[src/rtl/fwg_pkg.sv]
package fwg_pkg;
  // pin vector positions
  localparam int PIN_CE  = 0;
  localparam int PIN_OE  = 1;
  localparam int PIN_WE  = 2;
  localparam int PIN_RST = 3;
  localparam int NPINS   = 4;

  typedef enum logic [2:0] {
    SQ_RUN,
    SQ_ABORT,
    SQ_STANDBY,
    SQ_WAKE,
    SQ_LOCK
  } fwg_state_e;
endpackage

[src/rtl/fwg_sync2.sv]
module fwg_sync2 #(
  parameter int          WIDTH = 1,
  parameter logic [WIDTH-1:0] INIT = '0
) (
  input  logic             clk,
  input  logic             rst,
  input  logic [WIDTH-1:0] d,
  output logic [WIDTH-1:0] q
);
  logic [WIDTH-1:0] meta;

  always_ff @(posedge clk) begin
    if (rst) begin
      meta <= INIT;
      q    <= INIT;
    end else begin
      meta <= d;
      q    <= meta;
    end
  end
endmodule

[src/rtl/fwg_deglitch.sv]
module fwg_deglitch #(
  parameter int          WIDTH     = 1,
  parameter int          GLITCH_CYC = 3,
  parameter logic [WIDTH-1:0] INIT = '0
) (
  input  logic             clk,
  input  logic             rst,
  input  logic [WIDTH-1:0] d,
  output logic [WIDTH-1:0] q
);
  localparam int CW = $clog2(GLITCH_CYC + 1);

  for (genvar i = 0; i < WIDTH; i++) begin : g_bit
    logic [CW-1:0] cnt;
    logic          lvl;

    always_ff @(posedge clk) begin
      if (rst) begin
        cnt <= '0;
        lvl <= INIT[i];
      end else if (d[i] == lvl) begin
        cnt <= '0;
      end else if (cnt == CW'(GLITCH_CYC - 1)) begin
        cnt <= '0;
        lvl <= d[i];
      end else begin
        cnt <= cnt + 1'b1;
      end
    end

    assign q[i] = lvl;


    cnt_bound_chk: assert property (@(posedge clk) disable iff (rst)
      cnt < CW'(GLITCH_CYC));
  end
endmodule

[src/rtl/fwg_reset_seq.sv]
module fwg_reset_seq
  import fwg_pkg::*;
#(
  parameter int RST_MIN_CYC = 25,
  parameter int IRST_CYC    = 50,
  parameter int WAKE_CYC    = 25
) (
  input  logic clk,
  input  logic rst,
  input  logic pin_low,
  input  logic lock,
  output logic abort_req,
  output logic oe_permit,
  output logic ready
);
  localparam int MAXC = (RST_MIN_CYC > IRST_CYC) ?
                        ((RST_MIN_CYC > WAKE_CYC) ? RST_MIN_CYC : WAKE_CYC) :
                        ((IRST_CYC > WAKE_CYC) ? IRST_CYC : WAKE_CYC);
  localparam int CW = $clog2(MAXC + 1);

  fwg_state_e    state;
  logic [CW-1:0] cnt;

  always_ff @(posedge clk) begin
    if (rst) begin
      state <= SQ_RUN;
      cnt   <= '0;
    end else begin
      unique case (state)
        SQ_RUN: begin
          if (lock) begin
            state <= SQ_LOCK;
            cnt   <= '0;
          end else if (pin_low) begin
            if (cnt == CW'(RST_MIN_CYC - 1)) begin
              state <= SQ_ABORT;
              cnt   <= '0;
            end else begin
              cnt <= cnt + 1'b1;
            end
          end else begin
            cnt <= '0;
          end
        end
        SQ_ABORT: begin
          if (cnt == CW'(IRST_CYC - 1)) begin
            state <= SQ_STANDBY;
            cnt   <= '0;
          end else begin
            cnt <= cnt + 1'b1;
          end
        end
        SQ_STANDBY: begin
          cnt <= '0;
          if (!pin_low) state <= SQ_WAKE;
        end
        SQ_WAKE: begin
          if (pin_low) begin
            state <= SQ_STANDBY;
            cnt   <= '0;
          end else if (cnt == CW'(WAKE_CYC - 1)) begin
            state <= SQ_RUN;
            cnt   <= '0;
          end else begin
            cnt <= cnt + 1'b1;
          end
        end
        SQ_LOCK: begin
          cnt <= '0;
          if (!lock) state <= SQ_RUN;
        end
        default: begin
          state <= SQ_RUN;
          cnt   <= '0;
        end
      endcase
    end
  end

  assign abort_req = (state == SQ_ABORT) || (state == SQ_LOCK);
  assign oe_permit = ((state == SQ_RUN) || (state == SQ_LOCK)) && !pin_low;
  assign ready     = (state == SQ_RUN) && !lock;


  abort_not_ready_chk: assert property (@(posedge clk) disable iff (rst)
    abort_req |-> !ready);


  tristate_in_reset_chk: assert property (@(posedge clk) disable iff (rst)
    pin_low |-> !oe_permit);


  abort_len_chk: assert property (@(posedge clk) disable iff (rst)
    (state == SQ_ABORT) |-> (cnt < CW'(IRST_CYC)));


  wake_to_run_chk: assert property (@(posedge clk) disable iff (rst)
    (state == SQ_WAKE && !pin_low && cnt == CW'(WAKE_CYC - 1)) |=> ready || lock);
endmodule

[src/rtl/fwg_write_qual.sv]
module fwg_write_qual (
  input  logic clk,
  input  logic rst,
  input  logic en,
  input  logic ce_n_f,
  input  logic oe_n_f,
  input  logic we_n_f,
  output logic wr_commit
);
  logic armed;
  logic wcyc;
  logic end_edge;

  assign end_edge = we_n_f || ce_n_f;

  always_ff @(posedge clk) begin
    if (rst || !en) begin
      armed     <= 1'b0;
      wcyc      <= 1'b0;
      wr_commit <= 1'b0;
    end else begin
      if (we_n_f) armed <= 1'b1;
      wr_commit <= wcyc && oe_n_f && end_edge;
      if (wcyc) begin
        if (end_edge || !oe_n_f) wcyc <= 1'b0;
      end else if (armed && !ce_n_f && !we_n_f && oe_n_f) begin
        wcyc <= 1'b1;
      end
    end
  end


  single_pulse_chk: assert property (@(posedge clk) disable iff (rst)
    wr_commit |=> !wr_commit);


  commit_needs_en_chk: assert property (@(posedge clk) disable iff (rst)
    wr_commit |-> $past(en));


  commit_oe_high_chk: assert property (@(posedge clk) disable iff (rst)
    wr_commit |-> $past(oe_n_f));
endmodule

[src/rtl/flash_wguard.sv]
module flash_wguard
  import fwg_pkg::*;
#(
  parameter int GLITCH_CYC  = 3,
  parameter int RST_MIN_CYC = 25,
  parameter int IRST_CYC    = 50,
  parameter int WAKE_CYC    = 25
) (
  input  logic clk,
  input  logic rst,
  input  logic ce_n,
  input  logic oe_n,
  input  logic we_n,
  input  logic hwrst_n,
  input  logic lockout,
  output logic wr_commit,
  output logic abort_req,
  output logic oe_permit,
  output logic ready
);
  // strobes start as asserted so a held strobe at power-up is not trusted
  localparam logic [NPINS-1:0] PIN_INIT = 4'b1010;

  logic [NPINS-1:0] pins_raw, pins_s, pins_f;
  logic             lock_s;

  assign pins_raw[PIN_CE]  = ce_n;
  assign pins_raw[PIN_OE]  = oe_n;
  assign pins_raw[PIN_WE]  = we_n;
  assign pins_raw[PIN_RST] = hwrst_n;

  fwg_sync2 #(.WIDTH(NPINS), .INIT(PIN_INIT)) u_pin_sync (
    .clk(clk), .rst(rst), .d(pins_raw), .q(pins_s));

  fwg_sync2 #(.WIDTH(1), .INIT(1'b0)) u_lock_sync (
    .clk(clk), .rst(rst), .d(lockout), .q(lock_s));

  fwg_deglitch #(.WIDTH(NPINS), .GLITCH_CYC(GLITCH_CYC), .INIT(PIN_INIT)) u_filt (
    .clk(clk), .rst(rst), .d(pins_s), .q(pins_f));

  fwg_reset_seq #(
    .RST_MIN_CYC(RST_MIN_CYC), .IRST_CYC(IRST_CYC), .WAKE_CYC(WAKE_CYC)
  ) u_seq (
    .clk(clk), .rst(rst), .pin_low(!pins_f[PIN_RST]), .lock(lock_s),
    .abort_req(abort_req), .oe_permit(oe_permit), .ready(ready));

  fwg_write_qual u_wq (
    .clk(clk), .rst(rst), .en(ready),
    .ce_n_f(pins_f[PIN_CE]), .oe_n_f(pins_f[PIN_OE]), .we_n_f(pins_f[PIN_WE]),
    .wr_commit(wr_commit));
endmodule

[config.mk]
export PLATFORM = sky130hd
export DESIGN_NAME = flash_wguard
export DESIGN_NICKNAME = d
export VERILOG_FILES = /design/src/rtl/fwg_pkg.sv /design/src/rtl/fwg_sync2.sv /design/src/rtl/fwg_deglitch.sv /design/src/rtl/fwg_reset_seq.sv /design/src/rtl/fwg_write_qual.sv /design/src/rtl/flash_wguard.sv
export SDC_FILE = /design/constraint.sdc
export NUM_CORES = 1
export LEC_CHECK = 0
export BUFFER_PORTS_ARGS = -buffer_cell sky130_fd_sc_hd__buf_2
export CAP_MARGIN = 20
export CELL_PAD_IN_SITES_DETAIL_PLACEMENT = 0
export CELL_PAD_IN_SITES_GLOBAL_PLACEMENT = 1
export CORE_UTILIZATION = 48
export CTS_BUF_LIST = sky130_fd_sc_hd__clkbuf_8 sky130_fd_sc_hd__clkbuf_16
export DETAILED_ROUTE_END_ITERATION = 8
export MAX_ROUTING_LAYER = met4
export PLACE_DENSITY_LB_ADDON = 0.1
export SYNTH_ARGS = -nofsm -noshare
export SYNTH_HDL_FRONTEND = slang
export SYNTH_SLANG_ARGS = --single-unit
[constraint.sdc]
create_clock -name clk -period 3.98 [get_ports clk]
set_clock_uncertainty 0.15 [all_clocks]
set_input_delay 0.995 -clock clk [delete_from_list [all_inputs] [get_ports clk]]
set_output_delay 0.995 -clock clk [all_outputs]
set_load 0.05 [all_outputs]
## After elaboration in Yosys (flattened, before gate mapping)

Cells that the tools add are included.

| operators by class | value |
|---|---|
| $add $sub $neg | 5 |
| multipliers | 0 |
| div/mod/pow operators | 0 |
| magnitude comparators | 0 |
| eq/ne operators | 20 |
| shift-type cells | 0 |
| mux-type cells | 18 |
| bitwise operators | 4 |
| reductions and logical operators | 27 |

Operator list:

| kind | number |
|---|---|
| 2-to-1 mux 6 bit | 5 |
| 2-to-1 mux 3 bit | 8 |
| one-hot mux 6 bit (3 select lines) | 1 |
| one-hot mux 3 bit (5 select lines) | 1 |
| OR reduction 3 bit | 4 |
| adder 2 x 1 -> 2 bit (second input constant) | 4 |
| == test 2 bit (second input constant) | 4 |
| AND reduction 2 bit | 4 |
| logical AND 1 bit | 7 |
| adder 6 x 1 -> 6 bit (second input constant) | 1 |
| == test 3 x 2 -> 1 bit (second input constant) | 2 |
| == test 6 x 5 -> 1 bit (second input constant) | 1 |
| == test 6 bit (second input constant) | 1 |
| inequality test 3 x 2 -> 1 bit (second input constant) | 2 |
| AND reduction 6 bit | 1 |
| logical NOT 1 bit | 5 |
| logical OR 1 bit | 5 |
| == test 1 bit | 4 |
| inequality test 2 bit (second input constant) | 2 |
| inverter 1 bit | 4 |
| == test 3 x 1 -> 1 bit (second input constant) | 1 |
| == test 3 bit (second input constant) | 1 |
| logical NOT 3 bit | 1 |
| 2-to-1 mux 1 bit | 3 |
| 2 further kinds | 2 |

| storage, ports and cells | value |
|---|---|
| flip-flop bits (word level) | 34 |
| bits in latches | 0 |
| memory bits (writable) | 0 |
| ROM bits | 0 |
| input bits | 7 |
| output and inout bits | 4 |
| memories | 0 |

## Longest topological paths before layout

| depth | value |
|---|---|
| depth after elaboration | 6 |
| depth in mapped cells | 6 |
| depth with buffers taken out | 6 |

## By module

Synthesis repeated with hierarchy kept, for this count alone.

| second synthesis, totals | value |
|---|---|
| cell total of the unflattened synthesis | 137 |
| area total of the unflattened synthesis | 1423.9 um2 |

By module, submodules not included:

| module | times used | cells each | area each (um2) | seq. area each (um2) |
|---|---|---|---|---|
| fwg_reset_seq | 1 | 61 | 543.0 | 180.2 |
| fwg_deglitch | 1 | 45 | 498.0 | 240.2 |
| fwg_sync2 (u_pin_sync) | 1 | 16 | 210.2 | 160.2 |
| fwg_write_qual | 1 | 10 | 116.4 | 60.1 |
| fwg_sync2 (u_lock_sync) | 1 | 4 | 52.6 | 40.0 |
| flash_wguard | 1 | 1 | 3.8 | 0.0 |

## Worst setup path before layout

Ideal clock, no wire load.

| timing path | value |
|---|---|
| kind | register to output |
| start | register u_seq.state[1] |
| end | output port ready |
| data arrival time | 1.997 ns |
| data required time | 2.835 ns |
| setup slack | 0.838 ns |
| cell stages (with the launch flop) | 3 |
| buffers on the path | 1 |
| cells stage by stage | dfxtp_1 clkbuf_1 nor4_1 |

| on the way | value |
|---|---|
| word-level cells in the longest chain between the ends | 2 |

RTL lines:

| element | RTL line | RTL |
|---|---|---|
| start, declared | fwg_reset_seq.sv:21 | `fwg_state_e state;` |
| start signal, assigned | fwg_reset_seq.sv:26 | `state <= SQ_RUN;` |
| start signal, assigned | fwg_reset_seq.sv:32 | `state <= SQ_LOCK;` |
| start signal, assigned | fwg_reset_seq.sv:36 | `state <= SQ_ABORT;` |
| logical NOT 3 bit | fwg_reset_seq.sv:82 | `assign ready = (state == SQ_RUN) && !lock;` |
| logical AND 1 bit | fwg_reset_seq.sv:82 |  |
| end, declared | flash_wguard.sv:19 | `output logic ready` |

No other way between the ends.

## Worst setup path in the final report

| timing path | value |
|---|---|
| start | register u_seq.state[1] |
| end | output port oe_permit |

| on the way | value |
|---|---|
| word-level cells in the longest chain between the ends | 3 |

RTL lines:

| element | RTL line | RTL |
|---|---|---|
| == test 3 bit or logical NOT 3 bit (tied branches) | fwg_reset_seq.sv:81 | `assign oe_permit = ((state == SQ_RUN) \|\| (state == SQ_LOCK)) && !pin_low;` |
| logical OR 1 bit * | fwg_reset_seq.sv:81 |  |
| logical AND 1 bit * | fwg_reset_seq.sv:81 |  |
| end, declared | flash_wguard.sv:18 | `output logic oe_permit,` |

Every way passes the cells marked *; elsewhere a longest branch is shown, timed or not.

==> summary.md <==
| Metric | Value |
|---|---|
| Status | `finished clean` |
| Net Sw Frac | `0.190` |
| Synth Area in Simple Gates | `0.241` |
| FF-to-FF path depth | `5` |
| TritonCTS clock tree | `done` |
| Sw Pwr | `0.000142 W` |
| Final Hold Vio Count | `0` |
| Routed length per instance | `11.5 um` |
| Post-route setup slack | `1.55 ns` |
| Multiplexer share of the synthesized area | `0.0148` |
| Mapped cell area | `1350 sq um` |
| Maxcap violations | `0` |
| CP arrival | `1.28 ns` |
| Die area | `3030 sq um` |
| PortBufs | `10` |
| DRT Wirelength | `2070 um` |
| Post-CTS sizing | `0` |
| GRT Overall Usage | `0.180` |
| Fin. max-slew vios | `0` |
| GP Congestion | `0.683` |
| Layout cells sized above 1 | `0.187` |
| Setup crit start kind | `flop` |
| Final setup TNS | `0 ns` |
| Mean Syn Cell Area | `9.85 sq um` |
| Dpl cells | `172` |
| Hold Buf Count CTS | `0` |
| Layout area overhead | `14.5%` |
| Fin crit share | `0.610` |
| Post-synthesis async set-or-reset flop share | `0` |
| Area leader, netlist | `dfxtp_1` |
| Initial antenna violation count | `0` |
| Die height | `55.0 um` |
| Ys flop type | `dfxtp_1` |
| Vias in the first global route | `863` |
| Worst setup path class | `flop to output port` |
| Total clock sinks | `34` |
| Post-synth EDFFs | `0` |
| Post-CTS Setup Bufs | `0` |
| Clk pwr share | `0.503` |
| Gr ovfl total | `0` |
| XOR/XNOR Fraction of Synth Area | `0.0584` |
| Root buffer cell | `clkbuf_8` |
| Pin count of the biggest net entering global routing | `23` |
| Area contributors post-synth | `dfxtp_1, ha_1, nor2_1, xnor2_1, nor2b_1` |
| Num ports | `11` |
| Post-Synthesis Cells | `137` |
| Post-synthesis compound-gate area fraction | `0.0751` |
| CTS buffer count | `5` |
| Diode count | `0` |
| DRT iter0 DRCs | `14` |
| Yosys cell types | `34` |
| WHS Path Cells | `1` |
| Starting density of the core | `0.526` |
| Global-route wire length before repair | `3510 um` |
| Worst-path clk slew | `0.07 ns` |
| Comb power frac | `0.030` |
| Seq pwr share | `0.467` |
| Remaining antenna violation count | `0` |
| Slew HR | `0.769` |
| Core area | `2570 sq um` |
| Hold slack | `0.256 ns` |
| Commonest cells in the netlist | `dfxtp_1, nor2_1, nor2b_1` |
| Synth Net Count | `151` |
| Peak VDD IR | `0.538 mV` |
| Period minus WS final | `2.43 ns` |
| Crit-path max FO | `12` |
| Vias per cell | `5.14` |
| Fillers | `243` |
| Top cell type's share of synthesized area | `0.504` |
| Crit end category | `output port` |
| First-pass DRT Iterations | `4` |
| Worst Hold Class | `flop to flop` |
| Yosys reg bits | `34` |
| Clock latency on the worst-skew pair | `0.28 ns` |
| DR vias | `925` |
| Largest family of logic cells by synthesized area | `simple AND/OR/NAND/NOR gates` |
| Slew @ Worst Pin | `0.347 ns` |
| Syn. warnings | `0` |
| DP Wirelength | `1430 um` |
| Lkg Pwr | `0.619 nW` |
| Final setup violation count | `0` |
| Internal power | `0.000607 W` |
| Nets | `163` |
| # rows | `18` |
| Post-Synth Adder-Cell Area | `0.0649` |
| WP data required | `2.83 ns` |
| Fmax | `412 MHz` |
| Cell with the most instances after synthesis | `dfxtp_1` |
| DP Worst Slack | `1.86 ns` |
| Finished Layout Cells | `180` |
| Maximum clock path buffer count | `2` |
| H-tree levels | `2` |
| RSZ-0062 raised after global routing | `no` |
| Sequential cell area fraction in the yosys report | `0.504` |
| Die extent in x | `55.0 um` |
| DR DRC count | `0` |
| Pwr Density | `485 nW/um^2` |
==> path summary, 6_finish.rpt <==
check / start / slack (ns) / to
max: u_seq.state[1]$_SDFFE_PP0P_ / 1.55 / oe_permit
min: u_pin_sync.meta[3]$_SDFF_PP1_ / 0.26 / u_pin_sync.q[3]$_SDFF_PP1_
max reg2reg: u_seq.cnt[0]$_SDFF_PP0_ / 2.39 / u_seq.cnt[3]$_SDFF_PP0_
min reg2reg: u_pin_sync.meta[3]$_SDFF_PP1_ / 0.26 / u_pin_sync.q[3]$_SDFF_PP1_
==> power by group through the flow <==
stage / sequential [W] / clock [W] / combinational (W)
2_1_floorplan: 0.000357 / 0 / 0.0000171
3_3_place_gp: 0.000358 / 0 / 0.0000219
3_5_place_dp: 0.000358 / 0 / 0.0000227
4_1_cts: 0.000350 / 0.000387 / 0.0000229
5_1_grt: 0.000351 / 0.000396 / 0.0000253
6_report: 0.000350 / 0.000377 / 0.0000226
==> layout make-up <==
| type | count | area (sq um) | share of cell area |
|---|---|---|---|
| multi-input cells | 91 | 613 | 0.397 |
| flip-flops and latches | 34 | 681 | 0.440 |
| inverters | 7 | 26.3 | 0.0170 |
| repair buffers | 10 | 50.0 | 0.0324 |
| clock inverters | 3 | 68.8 | 0.0445 |
| clock buffers | 5 | 68.8 | 0.0445 |
| well taps | 30 | 37.5 | 0.0243 |
==> logic make-up after synthesis <==
logic type / Yosys count
AND/OR/NAND/NOR: 60
flip-flops: 34
AO/OA/AOI/OAI: 13
buffers and inverters: 12
XOR/XNOR: 9
adder cells (fa/ha/maj): 7
multiplexers: 2
==> flip-flops by register name, indices dropped and copies added, names as in the netlist, 3 cells and up <==
| register | flops |
|---|---|
| u_seq.state | 3 |
| u_seq.cnt | 6 |
| u_pin_sync.meta | 4 |
| u_filt.g_bit.lvl | 4 |
| u_filt.g_bit.cnt | 8 |
| u_pin_sync.q | 4 |
==> critical path, cell delays in order, from the launching register on <==
cell and delay, ns:
dfxtp_1 0.53, nor2_1 0.10, and2_1 0.17, buf_2 0.20
==> stage by stage <==
stage | power [W] | util | instance area, sq um
after CTS | 0.000760 | 0.602 | 1550
after detailed placement | 0.000381 | 0.548 | 1410
after floorplan | 0.000374 | - | 1350
after global routing | 0.000772 | 0.602 | 1550
after global placement | 0.000380 | 0.548 | 1410
final | 0.000750 | 0.602 | 1550
==> cell usage in the layout, fill, tap and decap left out, types with 4 or more instances in the layout <==
master / n
nor2b_1: 8
clkbuf_8: 5
xnor2_1: 6
inv_1: 7
ha_1: 7
or3_1: 6
or2_2: 4
buf_2: 10
dfxtp_1: 34
nor2_1: 21
nor4_1: 4
nand3_1: 5
==> per-layer routing <==
metal,up-vias,track usage,share of wire
li1,484,-,-
met5,-,-,0
met4,0,0.100,0.022
met2,12,0.309,0.48
met3,5,0.0738,0.039
met1,424,0.170,0.46
No activity file was read; power rests on OpenSTA's default activity.
